`src/rtl/wmul_pkg.sv`:
```
`timescale 1ns/1ps
package wmul_pkg;

    localparam int unsigned DEF_REG_W     = 64;
    localparam int unsigned DEF_WORD_W    = 32;
    localparam int unsigned DEF_STEP_BITS = 4;

    // Sign classification of the written word, bit 2 = lt, bit 0 = eq.
    typedef struct packed {
        logic lt;
        logic gt;
        logic eq;
    } cond_t;

    // Request options captured when a start is accepted.
    typedef struct packed {
        logic ov_en;
        logic rec_en;
    } op_ctl_t;

    typedef enum logic {
        ST_IDLE = 1'b0,
        ST_RUN  = 1'b1
    } core_state_e;

    function automatic cond_t cond_from_word(input logic neg, input logic zero);
        cond_t c;
        c.lt = neg;
        c.gt = !neg && !zero;
        c.eq = zero;
        return c;
    endfunction

endpackage

```
`src/rtl/wmul_operand_prep.sv`:
```
`timescale 1ns/1ps
module wmul_operand_prep #(
    parameter int unsigned REG_W  = 64,
    parameter int unsigned WORD_W = 32,
    parameter int unsigned OUT_W  = 64
) (
    input  logic [REG_W-1:0] reg_val,
    output logic [OUT_W-1:0] op_val
);

    logic [WORD_W-1:0] word;
    logic              unused_hi;

    assign word      = reg_val[WORD_W-1:0];
    assign unused_hi = ^reg_val[REG_W-1:WORD_W];

    generate
        if (OUT_W > WORD_W) begin : g_sext
            assign op_val = {{(OUT_W-WORD_W){word[WORD_W-1]}}, word};
        end else begin : g_plain
            assign op_val = word;
        end
    endgenerate

endmodule

```
`src/rtl/wmul_iter_core.sv`:
```
`timescale 1ns/1ps
module wmul_iter_core
    import wmul_pkg::*;
#(
    parameter int unsigned WORD_W    = 32,
    parameter int unsigned STEP_BITS = 4,
    parameter int unsigned PROD_W    = 2*WORD_W
) (
    input  logic              clk,
    input  logic              rst,
    input  logic              load,
    input  logic [PROD_W-1:0] mcand_in,
    input  logic [WORD_W-1:0] mplier_in,
    output logic [PROD_W-1:0] prod,
    output logic              prod_valid
);

    localparam int unsigned STEPS = WORD_W / STEP_BITS;
    localparam int unsigned CNT_W = (STEPS > 1) ? $clog2(STEPS) : 1;
    localparam logic [CNT_W-1:0] LAST_CNT = CNT_W'(STEPS - 1);

    core_state_e       state_q;
    logic [PROD_W-1:0] mcand_q;
    logic [WORD_W-1:0] mplier_q;
    logic [PROD_W-1:0] acc_q;
    logic [CNT_W-1:0]  cnt_q;
    logic              valid_q;
    logic              last_step;
    logic [PROD_W-1:0] term [STEP_BITS];
    logic [PROD_W-1:0] step_sum;

    assign last_step = (cnt_q == LAST_CNT);

    // One shifted multiplicand per multiplier bit of this step. The top
    // bit of the final step carries negative weight (two's complement).
    generate
        for (genvar j = 0; j < STEP_BITS; j++) begin : g_term
            if (j == STEP_BITS - 1) begin : g_top
                assign term[j] = !mplier_q[j] ? '0 :
                                 (last_step ? (~(mcand_q << j) + PROD_W'(1))
                                            : (mcand_q << j));
            end else begin : g_low
                assign term[j] = mplier_q[j] ? (mcand_q << j) : '0;
            end
        end
    endgenerate

    always_comb begin
        step_sum = '0;
        for (int k = 0; k < STEP_BITS; k++) begin
            step_sum = step_sum + term[k];
        end
    end

    always_ff @(posedge clk) begin
        if (rst) begin
            state_q  <= ST_IDLE;
            mcand_q  <= '0;
            mplier_q <= '0;
            acc_q    <= '0;
            cnt_q    <= '0;
            valid_q  <= 1'b0;
        end else begin
            valid_q <= 1'b0;
            case (state_q)
                ST_IDLE: begin
                    if (load) begin
                        mcand_q  <= mcand_in;
                        mplier_q <= mplier_in;
                        acc_q    <= '0;
                        cnt_q    <= '0;
                        state_q  <= ST_RUN;
                    end
                end
                ST_RUN: begin
                    acc_q    <= acc_q + step_sum;
                    mcand_q  <= mcand_q << STEP_BITS;
                    mplier_q <= mplier_q >> STEP_BITS;
                    cnt_q    <= cnt_q + CNT_W'(1);
                    if (last_step) begin
                        state_q <= ST_IDLE;
                        valid_q <= 1'b1;
                    end
                end
                default: state_q <= ST_IDLE;
            endcase
        end
    end

    assign prod       = acc_q;
    assign prod_valid = valid_q;

endmodule

```
`src/rtl/wmul_result_fmt.sv`:
```
`timescale 1ns/1ps
module wmul_result_fmt
    import wmul_pkg::*;
#(
    parameter int unsigned REG_W  = 64,
    parameter int unsigned WORD_W = 32,
    parameter int unsigned PROD_W = 2*WORD_W
) (
    input  logic              clk,
    input  logic              rst,
    input  logic              prod_valid,
    input  logic [PROD_W-1:0] prod,
    input  op_ctl_t           ctl,
    output logic [REG_W-1:0]  result,
    output logic              ov_valid,
    output logic              ov_flag,
    output logic              cond_valid,
    output cond_t             cond,
    output logic              done
);

    logic [WORD_W-1:0]        low_word;
    logic [PROD_W-WORD_W:0]   hi_bits;
    logic                     does_not_fit;
    cond_t                    cls;

    assign low_word     = prod[WORD_W-1:0];
    // Fits in signed WORD_W bits iff bits from the word sign upward agree.
    assign hi_bits      = prod[PROD_W-1:WORD_W-1];
    assign does_not_fit = !((&hi_bits) || !(|hi_bits));
    assign cls          = cond_from_word(low_word[WORD_W-1], low_word == '0);

    always_ff @(posedge clk) begin
        if (rst) begin
            result     <= '0;
            ov_valid   <= 1'b0;
            ov_flag    <= 1'b0;
            cond_valid <= 1'b0;
            cond       <= '0;
            done       <= 1'b0;
        end else begin
            done       <= prod_valid;
            ov_valid   <= prod_valid && ctl.ov_en;
            cond_valid <= prod_valid && ctl.rec_en;
            if (prod_valid) begin
                result  <= {{(REG_W-WORD_W){1'b0}}, low_word};
                ov_flag <= ctl.ov_en && does_not_fit;
                cond    <= ctl.rec_en ? cls : '0;
            end
        end
    end

endmodule

```
`src/rtl/wmul_unit.sv`:
```
`timescale 1ns/1ps
module wmul_unit
    import wmul_pkg::*;
#(
    parameter int unsigned REG_W     = DEF_REG_W,
    parameter int unsigned WORD_W    = DEF_WORD_W,
    parameter int unsigned STEP_BITS = DEF_STEP_BITS
) (
    input  logic             clk,
    input  logic             rst,
    input  logic             start,
    input  logic [REG_W-1:0] src_a,
    input  logic [REG_W-1:0] src_b,
    input  logic             ov_en,
    input  logic             rec_en,
    output logic [REG_W-1:0] result,
    output logic             ov_valid,
    output logic             ov_flag,
    output logic             cond_valid,
    output logic [2:0]       cond,
    output logic             done
);

    localparam int unsigned PROD_W  = 2 * WORD_W;
    localparam int unsigned LATENCY = WORD_W / STEP_BITS + 1;

    logic              busy_q;
    logic              accept;
    op_ctl_t           ctl_q;
    logic [PROD_W-1:0] mcand;
    logic [WORD_W-1:0] mplier;
    logic [PROD_W-1:0] prod;
    logic              prod_valid;
    cond_t             cond_s;

    assign accept = start && !busy_q;

    always_ff @(posedge clk) begin
        if (rst) begin
            busy_q <= 1'b0;
            ctl_q  <= '0;
        end else begin
            if (accept) begin
                busy_q       <= 1'b1;
                ctl_q.ov_en  <= ov_en;
                ctl_q.rec_en <= rec_en;
            end else if (prod_valid) begin
                busy_q <= 1'b0;
            end
        end
    end

    wmul_operand_prep #(
        .REG_W (REG_W),
        .WORD_W(WORD_W),
        .OUT_W (PROD_W)
    ) u_prep_a (
        .reg_val(src_a),
        .op_val (mcand)
    );

    wmul_operand_prep #(
        .REG_W (REG_W),
        .WORD_W(WORD_W),
        .OUT_W (WORD_W)
    ) u_prep_b (
        .reg_val(src_b),
        .op_val (mplier)
    );

    wmul_iter_core #(
        .WORD_W   (WORD_W),
        .STEP_BITS(STEP_BITS),
        .PROD_W   (PROD_W)
    ) u_core (
        .clk       (clk),
        .rst       (rst),
        .load      (accept),
        .mcand_in  (mcand),
        .mplier_in (mplier),
        .prod      (prod),
        .prod_valid(prod_valid)
    );

    wmul_result_fmt #(
        .REG_W (REG_W),
        .WORD_W(WORD_W),
        .PROD_W(PROD_W)
    ) u_fmt (
        .clk       (clk),
        .rst       (rst),
        .prod_valid(prod_valid),
        .prod      (prod),
        .ctl       (ctl_q),
        .result    (result),
        .ov_valid  (ov_valid),
        .ov_flag   (ov_flag),
        .cond_valid(cond_valid),
        .cond      (cond_s),
        .done      (done)
    );

    assign cond = cond_s;

endmodule

```
`config.mk`:
```
export PLATFORM = sky130hd
export DESIGN_NAME = wmul_unit
export DESIGN_NICKNAME = d
export VERILOG_FILES = /design/src/rtl/wmul_pkg.sv /design/src/rtl/wmul_operand_prep.sv /design/src/rtl/wmul_iter_core.sv /design/src/rtl/wmul_result_fmt.sv /design/src/rtl/wmul_unit.sv
export SDC_FILE = /design/constraint.sdc
export NUM_CORES = 1
export LEC_CHECK = 0
export BUFFER_PORTS_ARGS = -buffer_cell sky130_fd_sc_hd__buf_4
export CAP_MARGIN = 5
export CORE_MARGIN = 3
export CORE_UTILIZATION = 40
export CTS_BUF_LIST = sky130_fd_sc_hd__clkbuf_8
export DETAILED_ROUTE_END_ITERATION = 10
export SLEW_MARGIN = 20
export SYNTH_ARGS = -nofsm -noshare
export SYNTH_HDL_FRONTEND = slang
export SYNTH_SLANG_ARGS = --single-unit
```
`constraint.sdc`:
```
create_clock -name clk -period 6.72 [get_ports clk]
set_input_delay 1.008 -clock clk [delete_from_list [all_inputs] [get_ports clk]]
set_output_delay 1.008 -clock clk [all_outputs]
set_load 0.01 [all_outputs]
```
== Word-level counts from Yosys, hierarchy flattened ==
Index checks and enable logic that the tools add are counted.
Widths: inputs -> output; s select.

* Register bits: 207
* Bits in latches: 0
* Memory bits (writable): 0
* Memory bits (read-only): 0
* Input port bits: 133
* Output and inout bits: 71
* Memories kept: 0

* Add/subtract/negate cells: 6
* $mul: 0
* Div/mod/pow operators: 0
* Order comparisons: 0
* Equal/unequal tests: 2
* Shift-type cells: 0
* Mux-type cells: 20
* Bitwise gates (word level): 2
* Reduce and logical (&&, ||, !) cells: 16

{| class="wikitable"
|+ Operator list
! kind !! count
|-
| $mux 64 || 7
|-
| $add 64x64->64 || 4
|-
| $pmux 64 s2 || 2
|-
| $add 64x1->64 const B || 1
|-
| $not 64->64 || 1
|-
| $pmux 32 s2 || 1
|-
| $reduce_and 33->1 || 1
|-
| $reduce_or 33->1 || 1
|-
| $logic_not 32->1 || 1
|-
| $mux 32 || 1
|-
| $mux 3 || 2
|-
| $pmux 3 s2 || 1
|-
| $logic_and 1x1->1 || 5
|-
| $logic_not 1->1 || 5
|-
| $mux 1 || 5
|-
| $add 3x1->3 const B || 1
|-
| $eq 3x3->1 const B || 1
|-
| $ne 2x2->1 const B || 1
|-
| $pmux 1 s2 || 1
|-
| $reduce_bool 2->1 || 1
|-
| $reduce_or 2->1 || 1
|-
| $logic_or 1x1->1 || 1
|-
| $not 1->1 || 1
|}

== Longest topological paths before layout ==
Gate-level depths: netlist (run 1).

* Depth after elaboration: 7
* Mapped depth: 26
* Mapped depth without buffers: 24

== Modules after synthesis ==
From an unflattened synthesis (run 1), not the netlist that was laid out.

* Cells, all modules: 2604
* Area, all modules: 20318.2 µm²

{| class="wikitable"
|+ By module, submodules not included
! module !! times used !! cells an instance !! area each (µm²)
|-
| wmul_iter_core || 1 || 2299 || 17601.9
|-
| wmul_result_fmt || 1 || 197 || 1870.5
|-
| wmul_operand_prep (u_prep_a) || 1 || 64 || 480.5
|-
| wmul_operand_prep (u_prep_b) || 1 || 32 || 240.2
|-
| wmul_unit || 1 || 12 || 125.1
|}

== Worst setup path after synthesis (run 1) ==
Ideal clock, no wire load.

* Path type: reg-to-reg
* Start: register u_core.mcand_q[22]
* End: register u_core.acc_q[63], in the netlist u_core.prod[63]
* Setup time: 127 ps
* Arrival: 6110 ps
* Data required time: 6593 ps
* Slack: 484 ps
* Stages on the path, launching flop included: 27
* Buffers on the path: 3
* Clock period less this slack: 6236 ps
* Cell sequence: dfxtp_1 buf_6 or4_4 or3_4 or3_1 buf_6 clkinv_2 nand3_2 o21ai_1 xnor2_1 and2_1 fa_1 fa_1 inv_1 fa_1 inv_1 ha_1 clkbuf_1 and3_1 nand2_1 nor4_1 nand4_1 a21oi_1 nor3_1 o41ai_1 xnor2_1 o21ai_1

* Cells in the longest elaborated chain, start to end: 7
* Elaborated cells between the ends (all ways): 12
* Those cells by class: add/sub: 5; mux: 6; bitwise: 1

{| class="wikitable"
|+ RTL lines
! item !! RTL line !! RTL
|-
| start: declaration || wmul_iter_core.sv:23 || <nowiki>logic [PROD_W-1:0] mcand_q;</nowiki>
|-
| start signal: assignment || wmul_iter_core.sv:68 || <nowiki>mcand_q <= mcand_in;</nowiki>
|-
| start signal: assignment || wmul_iter_core.sv:77 || <nowiki>mcand_q <= mcand_q << STEP_BITS;</nowiki>
|-
| branches (longest 4 deep; another with $add 64x64->64) || n/a ||
|-
| $add 64x64->64 * || wmul_iter_core.sv:51 || <nowiki>step_sum = step_sum + term[k];</nowiki>
|-
| $add 64x64->64 * || wmul_iter_core.sv:76 || <nowiki>acc_q <= acc_q + step_sum;</nowiki>
|-
| $pmux 64 s2 * || wmul_iter_core.sv:65 || <nowiki>case (state_q)</nowiki>
|-
| end signal: assignment || wmul_iter_core.sv:76 ||
|-
| end: declaration || wmul_iter_core.sv:25 || <nowiki>logic [PROD_W-1:0] acc_q;</nowiki>
|}

Every way passes the cells marked *.
A chain may end at the register's enable or synchronous reset.

== Final worst setup path (run 1) ==
* Start: register u_core.mcand_q[22]
* End: register u_core.acc_q[61], in the netlist u_core.prod[61]

The elaborated chain is that of the path after synthesis.

==> impl_metrics.toml, run 1 <==
[pwr]
worst_ir_drop_vdd_mv = 0.1298
clockPowerShare = 0.388
swShare = 0.3350
power_density_nw_per_um2 = 146.7
p_int_w = 0.002197
seq_power_share = 0.408
netSwitchingPower_w = 0.001106
p_leak_nw = 10.22
p_comb_frac = 0.204

[synthesis]
synth_edf_count = 0
synthFlopType = "dfxtp_1"
netlist_area_sq_um = 19860
synth_compound_area_frac = 0.1554
yosys.area_share.simple = 0.2292
synth_xor_area_frac = 0.05293
seq_area_frac_synth = 0.2087
yosys_warnings = 0
synth_fa_ha_area_frac = 0.2271
netlist_instances = 2603
async_flop_share = 0
synth_cell_type_count = 71
synth-seq-cells = 207
synth_mux_area_frac = 0.01815
synth_top_family_by_area = "simple AND/OR/NAND/NOR gates"
syn_avg_cell_area_sq_um = 7.628

[timing]
holdWs_ns = 0.4601
slew_headroom = 0.4086
fin_crit_ns = 6.440
final-max-slew-violation-count = 0
setup-tns-final_ns = 0
finalClockSkew_ns = 0.01947
finalHoldViolCount = 0
setup_viol = 0
fin_crit_sh = 0.9583
fmax_mhz = 155.3
worst_pin_slew_ns = 0.8871

[die]
core_sq_um = 48950
die_y_um = 228.8
start_util = 0.4056
io_pins = 204
die_x_um = 228.8
rows = 81
die_area_sq_um = 52350

[route]
wl_um = 55320
highest-signal-layer = "met4"
vias = 17110
first_iter_violations = 957
vias_per_cell = 5.065
route.met2.wl_um = 24750
detail_route.wl_per_cell_um = 16.38
antenna_left = 0
drc = 0
route.layer.met1.wl_um = 26210
met3_length_um = 2583
first_pass_iters = 5

[clock_network]
htree_levels = 2
cts_buffer_depth = 3
insertion_delay_ns = 0.63
cts_tree = "yes"
cts-root-buf = "clkbuf_8"
numCtsBuffers = 41
path_clk_slew_ns = 0.06
clock_sinks = 207

[worst_setup_path]
slowest_delay_ns = 0.58
cp_common_cell = "fa_1"
r2r_cells = 21
worstPathMaxFanout = 8
crit_chain = "or4_4, or3_4, or3_1, buf_4, nor2_8, nand2_4, o41ai_4, xnor2_1, and2_1, fa_1, fa_1, inv_1, fa_1, inv_1, ha_1, nand4_1, a2111oi_0, buf_4, o211ai_1, and4_1, o31ai_1"
r2r_slack_ns = 0.28
r2r_end = "u_core.prod[61]"
worstPathRequired_ns = 7.24
cp.buffers_inverters = 4
end_kind = "flop"
r2r-start = "u_core.mcand_q[22]"
cpMaxStageDelayCell = "a2111oi_0"
cp-start-kind = "flop"
critical-path-top-delay-family = "simple AND/OR/NAND/NOR gates"
path_class = "reg -> reg"
crit_arrival_ns = 6.96

[finish]
ff_latch_area_sq_um = 4149
drive_gt1_frac = 0.1235
fin_nets = 3069
fin_area_sq_um = 22520
fillers = 4917
multi_input_area_sq_um = 13840
syn_to_final_growth_pct = 13.42
final_util = 0.4600

[placed_design]
hpwl_um = 41660
place.port_buffers = 107
gp_congestion = 0.8935
placed_area_sq_um = 21570

[global_routing]
grt_pass1_wl_um = 90630
overflow = 0
grt_max_degree = 172
grt_use_total = 0.2098
grt_pass1_vias = 17220
antenna_found_initial = 1

[run_status]
outcome = "completed"

[worst_hold_path]
holdPathEnd = "u_core.prod[47]"
min_path_type = "reg -> reg"
hold_path_depth = 2
min-delay-start = "u_core.prod[47]"

[run]
cap_violations = 0
## logic make-up after synthesis
family          count (synthesis)
fa+ha+maj                     250
compound gates                525
other cells                     1
buf+inv                       536
flops                         207
xor+xnor                      120
simple gates                  928
mux                            36
## routing by layer
layer  GRT usage  vias to the layer above
li1            -                     8487
met3     0.02991                       88
met5           0                        -
met1      0.2938                     8169
met4     0.07490                        0
met2      0.3314                      364
## registers in the layout, summed over array words and instances (netlist names)
register           flops
u_fmt.cond             3
u_core.mcand_q        64
u_core.prod           64
u_core.state_q         1
u_fmt.ov_valid         1
u_fmt.done             1
u_core.prod_valid      1
ctl_q                  2
u_fmt.cond_valid       1
u_core.cnt_q           3
u_fmt.result          32
u_core.mplier_q       32
u_fmt.ov_flag          1
busy_q                 1
## area by class of cell
class                      instances  area share
multi-input combinational       1891      0.6147
clock inverter                    24    0.006779
tap                              664     0.03689
clock buffer                      46     0.02811
timing repair buffer             222     0.07529
sequential                       207      0.1842
antenna                            1   0.0001111
inverter                         323     0.05389
## how the worst max path moves through the flow
stage	from	end	slack [ns]	cells past startpoint
finish	u_core.mcand_q[22]	u_core.prod[61]	0.28	21
global route	u_core.mcand_q[2]	u_core.prod[48]	-0.05	25
CTS	u_core.mcand_q[2]	u_core.prod[52]	0.03	24
detailed placement	u_core.mcand_q[2]	u_core.prod[60]	-0.08	24
global placement	u_core.mcand_q[2]	u_core.prod[60]	-0.05	24
floorplan	u_core.mcand_q[22]	u_core.prod[63]	0.48	26
## worst min-delay path, stage by stage (launching register included)
cell,delay (ns)
dfxtp_1,0.33
nand2_1,0.05
o21ai_0,0.05
## synth_stat cells (18+ instances only)
library cell,number,area [sq um]
inv_1,322,1209
a21oi_1,296,1481
nand2_1,262,983.4
nor2_1,240,900.9
and2_1,225,1408
dfxtp_1,207,4144
fa_1,184,3684
clkbuf_1,158,593.1
xnor2_1,95,832.1
ha_1,66,825.8
o21ai_0,65,325.3
nor3_1,48,240.2
mux2i_1,36,360.4
a21o_1,33,247.7
buf_4,32,240.2
nand4_1,28,175.2
nor4_1,26,162.7
xor2_1,25,219.0
nand3_1,24,120.1
o21ai_1,20,100.1
buf_1,19,71.32
o31ai_1,18,135.1
## power groups by stage
stage          Clock, W  Combinational [W]  Sequential [W]
4_1_cts         0.00133           0.000673         0.00135
3_3_place_gp          0           0.000660         0.00137
3_5_place_dp          0           0.000668         0.00137
5_1_grt         0.00138           0.000757         0.00136
2_1_floorplan         0           0.000499         0.00133
6_report        0.00128           0.000674         0.00135
## placed cells by master, fill, tap and decap left out, drive strengths merged, types with 13 or more instances in the layout
master / Yosys / routed
inv: 322 / 337
a21oi: 296 / 296
nand2: 263 / 263
nor2: 241 / 241
and2: 225 / 225
buf: 54 / 222
dfxtp: 207 / 207
fa: 184 / 184
xnor2: 95 / 95
o21ai: 85 / 85
ha: 66 / 66
nor3: 49 / 49
clkbuf: 159 / 46
mux2i: 36 / 36
a21o: 33 / 33
conb: 1 / 32
nor4: 30 / 30
nand4: 28 / 28
nand3: 26 / 26
xor2: 25 / 25
o31ai: 23 / 23
a31oi: 15 / 15
and3: 13 / 13
## repair_timing
action,CTS,global route
setup endpoints to repair,3,25
pin swaps,0,5
hold endpoints to repair,0,0
hold buffers,0,0
resized for setup,1,25
setup buffers,0,3
## stage by stage
step                      setup slack, ns  cells  power [W]
after global routing             -0.04796   3378   0.003495
after CTS                         0.03355   3374   0.003346
after global placement           -0.04825   3304   0.002031
final                              0.2800   3378   0.003303
after detailed placement         -0.08071   3304   0.002041
after floorplan                    0.4835   2634   0.001827
No activity file was read; power rests on OpenSTA's default activity.
==> run 2: changes to the inputs <==
Settings changed: ABC_AREA set to 1.
==> impl_metrics.toml, run 2 <==
[synthesis]
yosys.area_share.simple = 0.2838
synth_edf_count = 0
synth_fa_ha_area_frac = 0.2141
netlist_area_sq_um = 21060
synth_cell_type_count = 53
synth_mux_area_frac = 0
synthFlopType = "dfxtp_1"
async_flop_share = 0
synth_top_family_by_area = "simple AND/OR/NAND/NOR gates"
syn_avg_cell_area_sq_um = 6.427
synth_area_leaders = "dfxtp_1, fa_1, nand2_1"
yosys_warnings = 0
yosys.area.top_type_share = 0.1967
synth-seq-cells = 207
synth_commonest_cells = "nand2_1, inv_1, a21oi_1, nor2_1, dfxtp_1"
netlist_instances = 3277
yosysMostFrequentCell = "nand2_1"
seq_area_frac_synth = 0.1967
synth_xor_area_frac = 0.002495
synth_compound_area_frac = 0.1403
yosysTopAreaCell = "dfxtp_1"

[worst_setup_path]
r2r_end = "u_core.prod[60]"
end_kind = "flop"
critPathLaunch = "u_core.mcand_q[6]"
crit_arrival_ns = 6.47
r2r_slack_ns = 0.80
path_class = "reg -> reg"
cp-start-kind = "flop"
r2r-start = "u_core.mcand_q[6]"
r2r_cells = 26
worstPathRequired_ns = 7.27
worstPathMaxFanout = 8

[route]
route.layer.met1.wl_um = 32650
highest-signal-layer = "met4"
first_iter_violations = 1617
wl_um = 68200
vias = 20400
first_pass_iters = 6
vias_per_cell = 5.113
drc = 0
antenna_left = 0
route.met2.wl_um = 29050
met3_length_um = 4241
detail_route.wl_per_cell_um = 17.09

[timing]
rsz0062_at_grt = "false"
fin_ws_ns = 0.7974
final-max-slew-violation-count = 0
finalClockSkew_ns = 0.03818
holdWs_ns = 0.4598
worst_pin_slew_ns = 0.9446
fmax_mhz = 168.8
fin_crit_ns = 5.923
slew_headroom = 0.3703
setup-tns-final_ns = 0
finalHoldViolCount = 0
fin_crit_sh = 0.8813
setup_viol = 0

[clock_network]
cts_tree = "yes"
post_cts_resized = 0
cts_hold_buf = 0
path_clk_slew_ns = 0.06
cts-root-buf = "clkbuf_8"
numCtsBuffers = 39
insertion_delay_ns = 0.63
cts_buffer_depth = 3
clock_sinks = 207
htree_levels = 2
cts_setup_buffers = 0

[run_status]
outcome = "completed"

[placed_design]
place_ws_ns = 0.8904
gp_congestion = 0.9981
hpwl_um = 53880
place.port_buffers = 107
dpl.cell_count = 3920

[global_routing]
antenna_found_initial = 0
grt_use_total = 0.2414
overflow = 0
grt_pass1_vias = 19180
grt_pass1_wl_um = 107300
grt_max_degree = 86

[finish]
drive_gt1_frac = 0.07492
num_antenna_cells = 0
layout_common_cells = "nand2_1, inv_1, a21oi_1"
syn_to_final_growth_pct = 9.107
finalNonFillerCells = 3990
fin_nets = 3664
final_util = 0.4444
final_common_cell = "nand2_1"

[die]
start_util = 0.4073
io_pins = 204
core_sq_um = 51720
die_x_um = 235.5
die_area_sq_um = 55450
rows = 83
die_y_um = 235.5

[worst_hold_path]
holdPathEnd = "u_core.prod[1]"
hold_path_depth = 2
min_path_type = "reg -> reg"
min-delay-start = "u_core.prod[1]"

[pwr]
p_leak_nw = 11.58
worst_ir_drop_vdd_mv = 0.1595
power_density_nw_per_um2 = 150.1

[run]
cap_violations = 0
-- run 2: cell type report --
cell class | instances | area, sq um
Inverter | 661 | 2481
Sequential cell | 207 | 4153
Clock inverter | 18 | 185.2
Fill cell | 5610 | 28740
Clock buffer | 52 | 715.7
Multi-Input combinational cell | 2244 | 13630
Timing Repair Buffer | 128 | 960.9
Tap cell | 680 | 850.8
-- run 2: cell families after synthesis --
logic type      Yosys count
simple gates           1411
buf+inv                 857
compound gates          545
fa+ha+maj               250
flops                   207
xor+xnor                  6
other cells               1
-- run 2: how the worst max path moves through the flow --
stage	end	slack [ns]	cells after the start
2_1_floorplan	u_core.prod[47]	1.89	28
3_3_place_gp	u_core.prod[59]	0.92	27
3_5_place_dp	u_core.prod[62]	0.89	26
4_1_cts	u_core.prod[62]	0.88	26
5_1_grt	u_core.prod[46]	0.37	26
6_report	u_core.prod[60]	0.80	26
-- run 2: through the flow --
stage,power [W],area (sq um)
2_1_floorplan,0.001853,21180
3_3_place_gp,0.002038,22080
4_1_cts,0.003483,22980
5_1_grt,0.003617,22980
6_report,0.003449,22980
3_5_place_dp,0.002040,22080
-- run 2: power by group --
part           total [W]  switching, W  internal, W
Sequential       0.00138      0.000106      0.00128
Combinational   0.000638      0.000434     0.000205
Clock            0.00143      0.000614     0.000816
-- run 2: metal layers --
layer	track usage	vias to the layer above
met4	0.07651	0
met5	0	-
met1	0.3566	9543
li1	-	10120
met2	0.3616	611
met3	0.03620	128
-- run 2: critical path, cell delays in order, from the launching register on --
cell and delay [ns]:
dfxtp_1 0.44, nor2_4 0.18, nand2_1 0.10, nor2_4 0.20, nand2_1 0.13, nor4_1 0.26, nand4_1 0.25, nor3_2 0.22
nor2_1 0.08, nand2_1 0.06, nand2_1 0.05, nor2_1 0.16, fa_1 0.44, fa_1 0.55, inv_1 0.06, fa_1 0.50
inv_1 0.04, ha_1 0.34, a21oi_1 0.30, o21ai_0 0.19, a21oi_1 0.42, o21ai_0 0.23, a21oi_1 0.29, nand2_1 0.09
nand2_1 0.07, nand3_1 0.06, a21oi_1 0.15
==> run 3: changes to the inputs <==
Settings changed: CTS_BUF_LIST sky130_fd_sc_hd__clkbuf_8 to sky130_fd_sc_hd__clkbuf_4, CTS_CLUSTER_SIZE set to 10.
==> impl_metrics.toml, run 3 (synthesis results as in run 2) <==
[run_status]
outcome = "completed"

[route]
route.met2.wl_um = 28960
antenna_left = 0
detail_route.wl_per_cell_um = 16.97
first_iter_violations = 1576
met3_length_um = 4450
drc = 0
first_pass_iters = 5
vias = 20480
highest-signal-layer = "met4"
vias_per_cell = 5.085
route.layer.met1.wl_um = 32630
wl_um = 68350

[finish]
syn_to_final_growth_pct = 8.459
drive_gt1_frac = 0.08371
final_common_cell = "nand2_1"
layout_common_cells = "nand2_1, inv_1, a21oi_1"
fillers = 5653
fin_nets = 3684

[pwr]
clockPowerShare = 0.378
seq_power_share = 0.426
netSwitchingPower_w = 0.001142
p_leak_nw = 11.54
worst_ir_drop_vdd_mv = 0.1320
p_int_w = 0.002104
swShare = 0.3519
p_comb_frac = 0.196
power_density_nw_per_um2 = 142.1

[die]
core_sq_um = 51720
die_area_sq_um = 55450
start_util = 0.4073
die_x_um = 235.5
die_y_um = 235.5
rows = 83
io_pins = 204

[global_routing]
antenna_found_initial = 2
grt_pass1_vias = 19380
grt_use_total = 0.2417
overflow = 0
grt_max_degree = 86
grt_pass1_wl_um = 107400

[timing]
fin_crit_ns = 5.903
rsz0062_at_grt = "false"
setup-tns-final_ns = 0
slew_headroom = 0.3569
holdWs_ns = 0.4459
fmax_mhz = 169.4
fin_ws_ns = 0.8174
finalClockSkew_ns = 0.06610
fin_crit_sh = 0.8784
setup_viol = 0
worst_pin_slew_ns = 0.9636
final-max-slew-violation-count = 0
finalHoldViolCount = 0

[placed_design]
hpwl_um = 53880
place.port_buffers = 107
gp_congestion = 0.9981
place_ws_ns = 0.8904

[clock_network]
cts_buffer_depth = 3
cts-root-buf = "clkbuf_4"
cts_tree = "yes"
numCtsBuffers = 59
clock_sinks = 207
cts_hold_buf = 0
htree_levels = 2
post_cts_resized = 0
cts_setup_buffers = 0
insertion_delay_ns = 0.81
path_clk_slew_ns = 0.07

[worst_setup_path]
worstPathMaxFanout = 8
path_class = "reg -> reg"
end_kind = "flop"
cp-start-kind = "flop"
worstPathRequired_ns = 7.35
crit_arrival_ns = 6.54

[run]
cap_violations = 0

[worst_hold_path]
min_path_type = "in -> reg"
==> run 3: cell types whose count changed in the layout (fill, tap and decap cells not counted) <==
cell	change
bufinv_16	-2
clkinv_2	+2
clkinv_1	+12
inv_6	+1
clkbuf_8	-52
inv_8	-1
clkinv_8	-2
diode_2	+3
inv_1	-9
clkbuf_4	+86
==> run 3: through the flow <==
stage	std cells	area [sq um]	util	power [W]
after floorplan	3308	21180	-	0.001853
after global placement	3920	22080	0.4269	0.002038
after detailed placement	3920	22080	0.4269	0.002040
after CTS	4025	22830	0.4415	0.003277
after global routing	4027	22840	0.4417	0.003425
final	4028	22840	0.4417	0.003246
==> run 3: routing by layer <==
| layer | track usage | vias up |
|---|---|---|
| li1 | - | 10190 |
| met1 | 0.3543 | 9549 |
| met2 | 0.3591 | 616 |
| met3 | 0.03983 | 132 |
| met4 | 0.08426 | 0 |
| met5 | 0 | - |
==> run 3: worst paths after layout <==
kind	endpoint	startpoint	cells past startpoint	slack [ns]
max	u_core.prod[60]	u_core.mcand_q[2]	25	0.82
max reg2reg	u_core.prod[60]	u_core.mcand_q[2]	25	0.82
min	ctl_q[1]	ov_en	3	0.45
min reg2reg	u_core.prod[1]	u_core.prod[1]	2	0.46
==> run 3: area by class of cell <==
cell class | count | area, sq um | area share
multi-input combinational | 2244 | 13630 | 0.5968
sequential | 207 | 4153 | 0.1818
inverter | 661 | 2481 | 0.1086
tap | 680 | 850.8 | 0.03724
clock inverter | 19 | 111.4 | 0.004875
clock buffer | 86 | 645.6 | 0.02826
antenna | 3 | 7.507 | 0.0003286
timing repair buffer | 128 | 960.9 | 0.04206
==> run 3: worst max-delay path: stages (launching register included) <==
cell and delay [ns]:
dfxtp_1 0.45, nor2_4 0.16, nand2_2 0.09, nor3_2 0.24
nand4_2 0.17, nor2_2 0.20, nand3_1 0.20, o21ai_1 0.17
inv_1 0.10, o21a_1 0.18, nor3_1 0.50, fa_1 0.54
fa_1 0.54, inv_1 0.06, fa_1 0.49, inv_1 0.04
ha_1 0.34, nand2_1 0.15, nor2_1 0.21, nand2_1 0.13
nor4_1 0.28, nand2_1 0.18, nand2_1 0.11, nand2_1 0.05
nand3_1 0.06, a21oi_1 0.08
==> run 3: power groups by stage <==
stage | clock network [W] | logic [W] | registers, W
floorplan | 0 | 0.000534 | 0.00132
global placement | 0 | 0.000631 | 0.00141
detailed placement | 0 | 0.000635 | 0.00141
CTS | 0.00126 | 0.000637 | 0.00138
global route | 0.00132 | 0.000718 | 0.00139
finish | 0.00123 | 0.000637 | 0.00138
